==> config.mk <==
export PLATFORM = sky130hd
export DESIGN_NAME = pm_event_sci
export DESIGN_NICKNAME = d
export VERILOG_FILES = /design/src/rtl/pm_event_sci.sv
export SDC_FILE = /design/constraint.sdc
export NUM_CORES = 1
export LEC_CHECK = 0
export BUFFER_PORTS_ARGS = -buffer_cell sky130_fd_sc_hd__buf_2
export CAP_MARGIN = 20
export CORE_MARGIN = 2
export CORE_UTILIZATION = 50
export CTS_CLUSTER_DIAMETER = 150
export DETAILED_ROUTE_END_ITERATION = 10
export PLACE_DENSITY = 0.92
export SLEW_MARGIN = 40
export SYNTH_ARGS = -nofsm -noshare
export SYNTH_HDL_FRONTEND = slang
export SYNTH_SLANG_ARGS = --single-unit
==> constraint.sdc <==
create_clock -name clk -period 3.2 [get_ports clk]
set_input_delay 0.64 -clock clk [delete_from_list [all_inputs] [get_ports clk]]
set_output_delay 0.64 -clock clk [all_outputs]
set_load 0.05 [all_outputs]
==> src/rtl/pm_event_sci.sv <==
module pm_event_sci #(
  parameter int ADDR_W   = 16,
  parameter int REG_W    = 16,
  parameter int WIN_LOG2 = 6,
  parameter int TMR_BIT  = 0,
  parameter logic [REG_W-1:0] SCI_MASK = 16'h0521
) (
  input  logic              clk,
  input  logic              rst_n,
  input  logic              cfg_wr,
  input  logic [7:0]        cfg_addr,
  input  logic [7:0]        cfg_wdata,
  input  logic [ADDR_W-1:0] io_addr,
  input  logic              io_wr,
  input  logic [REG_W/8-1:0] io_be,
  input  logic [REG_W-1:0]  io_wdata,
  output logic [REG_W-1:0]  io_rdata,
  output logic              io_hit,
  input  logic [REG_W-1:0]  evt,
  output logic              sci,
  output logic              tmr_arm
);
  localparam int NLANE = REG_W / 8;
  localparam int NBASE = ADDR_W / 8;
  localparam logic [ADDR_W-1:0] OFS_MASK = ADDR_W'((1 << WIN_LOG2) - 1);
  localparam logic [7:0] CFG_BASE = 8'h40;
  localparam logic [7:0] CFG_CTL  = 8'h80;

  logic [ADDR_W-1:0] cfg_base_q;
  logic              win_en_q;
  logic [REG_W-1:0]  sts_q, en_q, lane_mask, clr;
  logic              sel_sts, sel_en;

  genvar b;
  generate
    for (b = 0; b < NBASE; b++) begin : g_base
      always_ff @(posedge clk)
        if (!rst_n)
          cfg_base_q[8*b +: 8] <= 8'h00;
        else if (cfg_wr && cfg_addr == CFG_BASE + 8'(b))
          cfg_base_q[8*b +: 8] <= cfg_wdata;
    end
    for (b = 0; b < NLANE; b++) begin : g_lane
      assign lane_mask[8*b +: 8] = {8{io_be[b]}};
    end
  endgenerate

  always_ff @(posedge clk)
    if (!rst_n)
      win_en_q <= 1'b0;
    else if (cfg_wr && cfg_addr == CFG_CTL)
      win_en_q <= cfg_wdata[0];

  assign io_hit  = win_en_q && ((io_addr & ~OFS_MASK) == (cfg_base_q & ~OFS_MASK));
  assign sel_sts = io_hit && io_addr[WIN_LOG2-1:1] == '0;
  assign sel_en  = io_hit && io_addr[WIN_LOG2-1:1] == (WIN_LOG2-1)'(1);
  assign clr     = (io_wr && sel_sts) ? (io_wdata & lane_mask) : '0;

  always_ff @(posedge clk)
    if (!rst_n) begin
      sts_q <= '0;
      en_q  <= '0;
      sci   <= 1'b0;
    end else begin
      sts_q <= (sts_q & ~clr) | evt;
      if (io_wr && sel_en)
        en_q <= (en_q & ~lane_mask) | (io_wdata & lane_mask);
      sci <= |(sts_q & en_q & SCI_MASK);
    end

  assign tmr_arm  = en_q[TMR_BIT] & ~sts_q[TMR_BIT];
  assign io_rdata = sel_sts ? sts_q : (sel_en ? en_q : '0);
endmodule

==> results by group, run 1 <==
Global route
  • Via count of the first global-routing pass: slightly below 2,000
  • Maximum number of pins on one net before global-route repair: 61
  • Initial antenna violation count: 0
  • Global routing usage summed across all routing layers: 0.208
  • Total grt overflow: 0
  • First-pass GRT wire length: around 8.3 mm

Finish
  • Final core utilization: 0.648
  • Layout overhead on the synthesized area: 26.9%
  • Final instance count without filler cells: 382
  • Share of final-layout standard cells stronger than drive strength 1: 0.330
  • Diode count: 0
  • Final-stage net count: 399

STA
  • Hold violation total from the final report: 0
  • Setup-failing EPs final: 0
  • Total count of max-transition violations in the final report: 0
  • Transition time at the pin with the least slew margin: 0.773 ns
  • Crit path time final: 2.96 ns
  • Final-layout worst hold slack: 0.461 ns
  • Slew headroom: 0.481
  • Crit share post-route: 0.924
  • RSZ-0062 raised after global routing: no
  • Maximum clock frequency: 338 MHz
  • Sum of negative setup slack: 0 ns
  • Clock tree skew after final layout: roughly 0.0066 ns

Logic synthesis
  • Synth Register Bits: 44
  • Fraction of synthesized area in multiplexers: 0.198
  • Net count after synthesis: around 310
  • Fraction of synthesized cell area in xor and xnor cells: 0.0402
  • Simple-gate share of the synthesized area: 0.209
  • Fraction of the mapped netlist area in adder cells: 0
  • Post-synthesis instance area: 2180 um2
  • Cells after Synth: 242
  • Post-synthesis average cell area: 9.00 um2
  • Share of the synthesized area in compound gates (AO/OA/AOI/OAI): 0.0930
  • Post-synthesis sequential area ratio: 0.404
  • Main combinational cell family by area after synthesis: simple AND/OR/NAND/NOR gates
  • Yosys synthesis warning count: 0
  • Count of unique library cells instantiated by Yosys: 24

Route
  • DRT antenna net count: 0
  • Count of TritonRoute iterations in the first routing pass: 4
  • DRC Markers: 0
  • Via density per instance: 5.09
  • Vias: approximately 1,900
  • Post-DR wirelength/cell: 12.8 um
  • Number of DRC violations after detailed-routing iteration 0: 82
  • Routed wire length: 4.89 mm

Floorplan
  • Die boundary width: between 70 and 80 um
  • Top-Level Pins: slightly below 90
  • Number of placement rows: 24
  • Starting density of the core: 0.511
  • Area of the placeable core: 4260 um2
  • Overall die area: 4900 um2
  • Chip height: ~70 um

Power and ir drop
  • Switching Fraction: 0.233
  • Overall Power: 1.04 mW
  • Reg power frac: 0.549
  • Internal portion of total power: between 0.7 and 0.8 mW
  • Clock Power Share: 0.340
  • Ratio of total power to cell area: 376 nW/um2
  • Maximum resistive drop on vdd: about 0.33 mV
  • Standby leakage power: between 1 and 1.5 nW
  • Net switching power of the design: 0.242 mW
  • Comb pwr share: 0.111

Clock tree
  • Cts repair resizes: 0
  • Setup fix buffers added after clock tree synthesis: 0
  • CTS hold repair buffers: 0
  • Clock transition at the register clock pins on the worst setup and hold paths after CTS: 0.08 ns
  • Number of CTS-inserted buffers: 5
  • Clock tree from TritonCTS: done
  • Root Buffer: sky130_fd_sc_hd__clkbuf_8
  • Maximum count of clock buffers along a single path: 2
  • Number of levels in the clock H-tree: 2
  • Clock latency on the worst-skew pair: about 0.29 ns
  • Number of sinks driven by the clock tree: 44

Placed design
  • Cell Count Post-Placement: approximately 370
  • Detailed placement HPWL: 3.63 mm
  • Port Buffer Count: 87
  • Placer Congestion: 0.791

Setup path
  • Data arrival time at the worst-slack endpoint: 2.32 ns
  • Crit start category: primary input
  • WS Path Type: primary input to output port
  • Crit end category: output port
  • Worst-path maximum fanout: 16
  • Data required time of the critical path: 2.56 ns

Outcome
  • Run status: finished, final reports clean

Hold path
  • Classification of the worst-slack hold path: register to register

Flow run
  • Max Cap Violations: 0
-- placed cells by master (no fill, tap or decap) --
cell type / n
sky130_fd_sc_hd__a21boi_0: 1
sky130_fd_sc_hd__a22oi_1: 2
sky130_fd_sc_hd__a31oi_1: 16
sky130_fd_sc_hd__buf_2: 86
sky130_fd_sc_hd__buf_4: 6
sky130_fd_sc_hd__clkbuf_1: 1
sky130_fd_sc_hd__clkbuf_8: 6
sky130_fd_sc_hd__clkinvlp_4: 1
sky130_fd_sc_hd__dfxtp_1: 44
sky130_fd_sc_hd__inv_1: 17
sky130_fd_sc_hd__mux2i_1: 43
sky130_fd_sc_hd__nand2_1: 32
sky130_fd_sc_hd__nand3_1: 3
sky130_fd_sc_hd__nand4_1: 2
sky130_fd_sc_hd__nand4_2: 2
sky130_fd_sc_hd__nor2_1: 16
sky130_fd_sc_hd__nor2b_1: 13
sky130_fd_sc_hd__nor3_1: 3
sky130_fd_sc_hd__nor4_2: 2
sky130_fd_sc_hd__nor4_4: 3
sky130_fd_sc_hd__o21ai_0: 16
sky130_fd_sc_hd__or3_1: 1
sky130_fd_sc_hd__or4b_1: 1
sky130_fd_sc_hd__or4b_2: 3
sky130_fd_sc_hd__xnor2_1: 10
-- power by group through the flow --
stage / clock, mW / sequential [mW] / combinational [mW]
2_1_floorplan: 0 / 0.580 / 0.0584
3_3_place_gp: 0 / 0.581 / 0.111
3_5_place_dp: 0 / 0.582 / 0.115
4_1_cts: 0.360 / 0.569 / 0.116
5_1_grt: 0.383 / 0.572 / 0.131
6_report: 0.353 / 0.570 / 0.116
-- logic make-up after synthesis --
| family | Yosys count |
|---|---|
| xor gates and xnor gates | 10 |
| buffers and inverters | 29 |
| DFF | 44 |
| muxes | 43 |
| and+or+nand+nor | 81 |
| AOI/OAI and AO/OA | 35 |
-- critical path: stages --
cell and delay (ns):
sky130_fd_sc_hd__buf_2 0.10, sky130_fd_sc_hd__nor4_2 0.48, sky130_fd_sc_hd__or4b_1 0.47, sky130_fd_sc_hd__buf_4 0.22
sky130_fd_sc_hd__nor2_1 0.13, sky130_fd_sc_hd__buf_2 0.28
-- area by class of cell --
class	count	area [um2]
Inverter	17	63.8
Tap cell	52	65.1
Sequential cell	44	881
Timing Repair Buffer	92	475
Clock inverter	1	7.51
Clock buffer	7	86.3
Fill cell	372	1500
Multi-Input combinational cell	169	1180
-- through the flow --
| stage | setup slack, ns | area (um2) |
|---|---|---|
| floorplan | 0.0106 | 2180 |
| global placement | 0.298 | 2660 |
| detailed placement | 0.245 | 2660 |
| CTS | 0.245 | 2750 |
| global route | 0.147 | 2760 |
| finish | 0.242 | 2760 |
-- cell usage after synthesis --
master                     instances  share of area
sky130_fd_sc_hd__buf_6             1         0.0052
sky130_fd_sc_hd__nand4_1           2         0.0057
sky130_fd_sc_hd__nand3_1           3         0.0069
sky130_fd_sc_hd__a21boi_0          1         0.0034
sky130_fd_sc_hd__xnor2_1          10          0.040
sky130_fd_sc_hd__a22oi_1           2         0.0069
sky130_fd_sc_hd__inv_1            17          0.029
sky130_fd_sc_hd__nor4_2            3          0.017
sky130_fd_sc_hd__nor3_1            3         0.0069
sky130_fd_sc_hd__or4b_1            1         0.0046
sky130_fd_sc_hd__or3_1             1         0.0029
sky130_fd_sc_hd__buf_4             1         0.0034
sky130_fd_sc_hd__clkbuf_1          9          0.016
sky130_fd_sc_hd__nor2_1           16          0.028
sky130_fd_sc_hd__o21ai_0          16          0.037
sky130_fd_sc_hd__nand2_1          32          0.055
sky130_fd_sc_hd__nor2b_1          13          0.037
sky130_fd_sc_hd__dfxtp_1          44           0.40
sky130_fd_sc_hd__a31oi_1          16          0.046
sky130_fd_sc_hd__nor4_4            2          0.020
sky130_fd_sc_hd__nand4_2           2          0.011
sky130_fd_sc_hd__buf_2             1         0.0023
sky130_fd_sc_hd__mux2i_1          43           0.20
sky130_fd_sc_hd__or4b_2            3          0.014
-- layer usage --
metal	up-vias	track usage	part of all wire
met4	0	0.0705	0.011
met3	5	0.0332	0.043
met1	880	0.255	0.44
met5	-	0	0
li1	1005	-	-
met2	55	0.369	0.51
-- final timing paths --
| path | cells after the start | slack (ns) | end | start |
|---|---|---|---|---|
| worst max-delay path | 6 | 0.24 | io_rdata[15] | io_addr[2] |
| worst min-delay path | 2 | 0.46 | register | register |
| worst max register to register | 5 | 1.30 | register | cfg_base_q[8]$_SDFFE_PN0P_ |
| worst min register to register | 2 | 0.46 | register | register |
No activity file was read; power rests on OpenSTA's default activity.
==> inputs of run 2 (changes only) <==
--- a/config.mk
+++ b/config.mk
@@ -7,7 +7,7 @@
 export LEC_CHECK = 0
 export BUFFER_PORTS_ARGS = -buffer_cell sky130_fd_sc_hd__buf_2
 export CAP_MARGIN = 20
-export CORE_MARGIN = 2
+export CORE_MARGIN = 3
 export CORE_UTILIZATION = 50
 export CTS_CLUSTER_DIAMETER = 150
 export DETAILED_ROUTE_END_ITERATION = 10
==> results by group, run 2 (same netlist as run 1, synthesis figures left out) <==
Route
  • DRT antenna net count: 0 (unchanged)
  • Routed wire length: 5.10 mm (+4.2%)
  • Number of DRC violations after detailed-routing iteration 0: 108 (+32%)
  • DRC Markers: 0 (unchanged)
  • Vias: 1,981 (+1.9%)
  • Count of TritonRoute iterations in the first routing pass: 4 (unchanged)
  • Via density per instance: 5.21 (+2.4%)
  • Post-DR wirelength/cell: 13.4 um (+4.8%)

STA
  • Crit path time final: 2.85 ns (-0.108 ns)
  • Maximum clock frequency: 351 MHz (+3.8%)
  • Hold violation total from the final report: 0 (unchanged)
  • RSZ-0062 raised after global routing: no
  • Total count of max-transition violations in the final report: 0 (unchanged)
  • Clock tree skew after final layout: 0.00928 ns (+0.00264 ns)
  • Sum of negative setup slack: 0 ns (unchanged)
  • Slew headroom: 0.477 (-0.00363)
  • Setup-failing EPs final: 0 (unchanged)
  • Crit share post-route: 0.891 (-0.0337)
  • Transition time at the pin with the least slew margin: 0.778 ns (+0.00541 ns)
  • Worst-case setup margin in the final layout: 0.350 ns (+0.108 ns)

Setup path
  • Crit end category: output port
  • Worst path max stage delay: 0.53 ns (+0.05 ns)
  • Data arrival time at the worst-slack endpoint: 2.21 ns (-0.11 ns)
  • Worst-path maximum fanout: 16 (unchanged)
  • Top Family by Delay on Critical Path: simple AND/OR/NAND/NOR gates
  • Critical Path Most Common Cell: sky130_fd_sc_hd__buf_2
  • Sequence of cells on the critical path: buf_2, xnor2_1, nand4_2, or4b_1, buf_4, nor2_1, buf_2
  • Worst path bufs/invs: 3 (unchanged)
  • Library cell contributing the largest single delay on the critical path: sky130_fd_sc_hd__or4b_1
  • WS Path Type: primary input to output port
  • Data required time of the critical path: 2.56 ns (about the same)
  • Crit start category: primary input

Clock tree
  • Clock transition at the register clock pins on the worst setup and hold paths after CTS: 0.08 ns (about the same)
  • Number of sinks driven by the clock tree: 44 (unchanged)
  • Clock latency on the worst-skew pair: 0.29 ns (about the same)
  • Number of CTS-inserted buffers: 5 (unchanged)
  • CTS hold repair buffers: 0 (unchanged)
  • Number of levels in the clock H-tree: 2 (unchanged)
  • Cts repair resizes: 0 (unchanged)
  • Maximum count of clock buffers along a single path: 2 (unchanged)
  • Setup fix buffers added after clock tree synthesis: 0 (unchanged)
  • Root Buffer: sky130_fd_sc_hd__clkbuf_8
  • Clock tree from TritonCTS: done

Global route
  • Maximum number of pins on one net before global-route repair: 61 (unchanged)
  • Global routing usage summed across all routing layers: 0.199 (-0.00948)
  • First-pass GRT wire length: 8.20 mm (-1.5%)
  • Initial antenna violation count: 0 (unchanged)
  • Via count of the first global-routing pass: 1,956 (+1.7%)
  • Total grt overflow: 0 (unchanged)

Flow run
  • Max Cap Violations: 0 (unchanged)

Finish
  • Fillcell total: 358 (-3.8%)
  • Final core utilization: 0.670 (+0.0216)
  • Final-stage net count: 400 (+0.25%)
  • Layout overhead on the synthesized area: 26.5%
  • Most frequent standard cell in the layout excluding fill and tap cells: sky130_fd_sc_hd__buf_2
  • Diode count: 0 (unchanged)
  • Commonest non-fill, non-tap cells in the layout: 86 x sky130_fd_sc_hd__buf_2, 44 x sky130_fd_sc_hd__dfxtp_1, 43 x sky130_fd_sc_hd__mux2i_1, 32 x sky130_fd_sc_hd__nand2_1, 17 x sky130_fd_sc_hd__inv_1
  • Share of final-layout standard cells stronger than drive strength 1: 0.333 (+0.00303)

Placed design
  • Port Buffer Count: 87 (unchanged)
  • Placement Setup Slack: 0.349 ns (+0.104 ns)
  • Placer Congestion: 0.729 (-7.8%)
  • Detailed placement HPWL: 3.89 mm (+7.3%)

Floorplan
  • Number of placement rows: 23 (-4.2%)
  • Top-Level Pins: 89 (unchanged)
  • Overall die area: 5180 um2 (+5.8%)
  • Starting density of the core: 0.529 (+0.0185)
  • Die boundary width: 72.0 um (+2.9%)
  • Chip height: 72.0 um (+2.9%)
  • Area of the placeable core: 4120 um2 (-3.5%)

Power and ir drop
  • Standby leakage power: 1.29 nW (about the same)
  • Maximum resistive drop on vdd: 0.413 mV (+25%)
  • Ratio of total power to cell area: 369 nW/um2 (-1.8%)
  • Overall Power: 1.02 mW (-2.0%)

Outcome
  • Run status: finished, final reports clean

Hold path
  • Classification of the worst-slack hold path: register to register
-- run 2: cell types whose count changed in the layout (fill, tap and decap cells not counted), sizes merged --
cell	delta
clkinv	+1
clkbuf	-2
buf	+1
-- run 2: per-layer routing --
layer | global-route usage | vias to the layer above | wire length [um]
li1 | - | 1008 | -
met1 | 0.226 | 901 | 2130
met2 | 0.357 | 62 | 2640
met3 | 0.0360 | 10 | 236
met4 | 0.0939 | 0 | 88
met5 | 0 | - | 0
-- run 2: path summary, 6_finish.rpt --
check	end	depth (start not counted)	startpoint	slack [ns]
hold / removal	register	2	register	0.46
hold reg to reg	register	2	register	0.46
setup reg to reg	register	5	cfg_base_q[13]$_SDFFE_PN0P_	1.29
setup / recovery	io_rdata[3]	7	io_addr[13]	0.35
-- run 2: layout make-up --
type	instances	area, um2	share of cell area
multi-input combinational	169	1180	0.430
sequential	44	881	0.320
timing repair buffer	93	483	0.175
clock buffer	5	68.8	0.0250
inverter	17	63.8	0.0232
tap	50	62.6	0.0227
clock inverter	2	12.5	0.00454
-- run 2: worst reg2reg max path, stage by stage, from the launching register on --
cell and delay [ns]:
sky130_fd_sc_hd__dfxtp_1 0.33, sky130_fd_sc_hd__xnor2_1 0.18, sky130_fd_sc_hd__nand4_2 0.15, sky130_fd_sc_hd__buf_4 0.20, sky130_fd_sc_hd__nor4_4 0.72, sky130_fd_sc_hd__mux2i_1 0.26
-- run 2: report_power, final --
part | switching, mW | internal, mW | leakage (nW)
Combinational | 0.0560 | 0.0593 | 0.889
Clock | 0.184 | 0.148 | 0.0400
Sequential | 0.00813 | 0.562 | 0.360
Total | 0.248 | 0.769 | 1.29
-- run 2: stage by stage --
stage | std cells | hold slack, ns | instance area [um2]
6_report | 380 | 0.462 | 2760
4_1_cts | 380 | 0.467 | 2750
2_1_floorplan | 242 | 0.434 | 2180
3_5_place_dp | 373 | 0.449 | 2660
5_1_grt | 380 | 0.477 | 2760
3_3_place_gp | 373 | 0.442 | 2660
==> inputs of run 3 (changes only) <==
==> constraint.sdc (replaced) <==
create_clock -name clk -period 3.2 [get_ports clk]
set_input_delay 0.16 -clock clk [delete_from_list [all_inputs] [get_ports clk]]
set_output_delay 0.16 -clock clk [all_outputs]
set_load 0.05 [all_outputs]
==> results by group, run 3 (same netlist as run 1, synthesis figures left out) <==
Floorplan
  • Number of placement rows: 23 (unchanged)
  • Area of the placeable core: 4120 um2 (unchanged)
  • Die boundary width: 72.0 um (unchanged)
  • Overall die area: 5180 um2 (unchanged)
  • Top-Level Pins: 89 (unchanged)
  • Chip height: 72.0 um (unchanged)
  • Starting density of the core: 0.529 (unchanged)

Clock tree
  • Cts repair resizes: 0 (unchanged)
  • Clock latency on the worst-skew pair: 0.30 ns (about the same)
  • CTS hold repair buffers: 0 (unchanged)
  • Maximum count of clock buffers along a single path: 2 (unchanged)
  • Setup fix buffers added after clock tree synthesis: 0 (unchanged)
  • Number of levels in the clock H-tree: 2 (unchanged)
  • Clock transition at the register clock pins on the worst setup and hold paths after CTS: 0.09 ns (about the same)
  • Number of sinks driven by the clock tree: 44 (unchanged)
  • Number of CTS-inserted buffers: 5 (unchanged)
  • Clock tree from TritonCTS: done
  • Root Buffer: sky130_fd_sc_hd__clkbuf_8

Route
  • DRC Markers: 0 (unchanged)
  • Number of DRC violations after detailed-routing iteration 0: 135 (+25%)
  • Post-DR wirelength/cell: 14.0 um (+4.2%)
  • DRT antenna net count: 0 (unchanged)
  • Count of TritonRoute iterations in the first routing pass: 4 (unchanged)
  • Routed wire length: 5.23 mm (+2.5%)
  • Via density per instance: 5.17 (-0.76%)
  • Vias: 1,935 (-2.3%)

STA
  • Crit path time final: 2.82 ns (-0.0299 ns)
  • Sum of negative setup slack: 0 ns (unchanged)
  • Crit share post-route: 0.881 (-0.00934)
  • Total count of max-transition violations in the final report: 0 (unchanged)
  • RSZ-0062 raised after global routing: no
  • Slew headroom: 0.498 (+0.0207)
  • Hold violation total from the final report: 0 (unchanged)
  • Transition time at the pin with the least slew margin: 0.747 ns (-0.0309 ns)
  • Clock tree skew after final layout: 0.00965 ns (+0.000365 ns)
  • Setup-failing EPs final: 0 (unchanged)
  • Maximum clock frequency: 355 MHz (+1.1%)

Outcome
  • Run status: finished, final reports clean

Flow run
  • Max Cap Violations: 0 (unchanged)

Finish
  • Diode count: 0 (unchanged)
  • Most frequent standard cell in the layout excluding fill and tap cells: sky130_fd_sc_hd__buf_2
  • Final-stage net count: 394 (-1.5%)
  • Commonest non-fill, non-tap cells in the layout: 86 x sky130_fd_sc_hd__buf_2, 44 x sky130_fd_sc_hd__dfxtp_1, 43 x sky130_fd_sc_hd__mux2i_1, 32 x sky130_fd_sc_hd__nand2_1, 17 x sky130_fd_sc_hd__inv_1
  • Layout overhead on the synthesized area: 24.9%
  • Share of final-layout standard cells stronger than drive strength 1: 0.321 (-0.0123)

Setup path
  • Data arrival time at the worst-slack endpoint: 2.66 ns (+0.45 ns)
  • Data required time of the critical path: 3.04 ns (+0.48 ns)
  • Crit end category: output port
  • Crit start category: register
  • Worst-path maximum fanout: 16 (unchanged)
  • WS Path Type: register to output port

Global route
  • Total grt overflow: 0 (unchanged)
  • Maximum number of pins on one net before global-route repair: 61 (unchanged)
  • First-pass GRT wire length: 8.71 mm (+6.2%)
  • Global routing usage summed across all routing layers: 0.213 (+0.0147)
  • Via count of the first global-routing pass: 1,928 (-1.4%)
  • Initial antenna violation count: 0 (unchanged)

Placed design
  • Detailed placement HPWL: 3.92 mm (+0.61%)
  • Placer Congestion: 0.734 (+0.71%)
  • Port Buffer Count: 87 (unchanged)

Power and ir drop
  • Ratio of total power to cell area: 374 nW/um2 (+1.4%)
  • Overall Power: 1.02 mW (about the same)
  • Standby leakage power: 1.27 nW (-1.1%)
  • Maximum resistive drop on vdd: 0.283 mV (-31%)

Hold path
  • Classification of the worst-slack hold path: primary input to register
==> run 3: cell types whose count changed in the layout (fill, tap and decap cells not counted) <==
| cell | delta |
|---|---|
| sky130_fd_sc_hd__nor4_2 | -1 |
| sky130_fd_sc_hd__buf_4 | -6 |
| sky130_fd_sc_hd__nor4_4 | +1 |
==> run 3: power by group <==
| group | internal (mW) | switching (mW) | total [mW] | leakage, nW |
|---|---|---|---|---|
| clock network | 0.148 | 0.186 | 0.334 | 0.0400 |
| registers | 0.562 | 0.00791 | 0.570 | 0.360 |
| logic | 0.0580 | 0.0570 | 0.115 | 0.875 |
| total | 0.768 | 0.251 | 1.02 | 1.27 |
==> run 3: per-layer routing <==
| metal | GRT usage | vias to the layer above | share of wire |
|---|---|---|---|
| li1 | - | 994 | - |
| met1 | 0.256 | 880 | 0.43 |
| met2 | 0.369 | 53 | 0.51 |
| met3 | 0.0485 | 8 | 0.043 |
| met4 | 0.0835 | 0 | 0.019 |
| met5 | 0 | - | 0 |
==> run 3: path summary, 6_finish.rpt <==
path                                from                   to  slack (ns)  cells past startpoint
min reg2reg                     register             register        0.47                      2
min                          io_wdata[9]  sts_q[9]$_SDFF_PN0_        0.05                      2
max          cfg_base_q[10]$_SDFFE_PN0P_          io_rdata[3]        0.38                      5
max reg2reg  cfg_base_q[10]$_SDFFE_PN0P_             register        1.17                      4
==> run 3: worst max-delay path, cell delays in order (launching register included) <==
cell and delay [ns]:
sky130_fd_sc_hd__dfxtp_1 0.34, sky130_fd_sc_hd__xnor2_1 0.20, sky130_fd_sc_hd__nand3_1 0.36, sky130_fd_sc_hd__or4b_1 0.95
sky130_fd_sc_hd__nor2_1 0.22, sky130_fd_sc_hd__buf_2 0.28
==> run 3: area by class of cell <==
cell class | count | area, um2
repair buffers | 87 | 438
inverters | 17 | 63.8
well taps | 50 | 62.6
multi-input cells | 169 | 1190
clock inverters | 2 | 12.5
fillers | 340 | 1400
flip-flops and latches | 44 | 881
clock buffers | 5 | 68.8
==> run 3: stage by stage <==
stage | setup slack (ns) | cells | hold WS, ns | utilization | area, um2
floorplan | 0.809 | 242 | 0.261 | - | 2180
global placement | 0.803 | 367 | 0.363 | 0.636 | 2620
detailed placement | 0.788 | 367 | 0.369 | 0.636 | 2620
CTS | 0.444 | 374 | 0.0475 | 0.656 | 2700
global route | 0.214 | 374 | 0.0511 | 0.661 | 2720
finish | 0.379 | 374 | 0.0533 | 0.661 | 2720
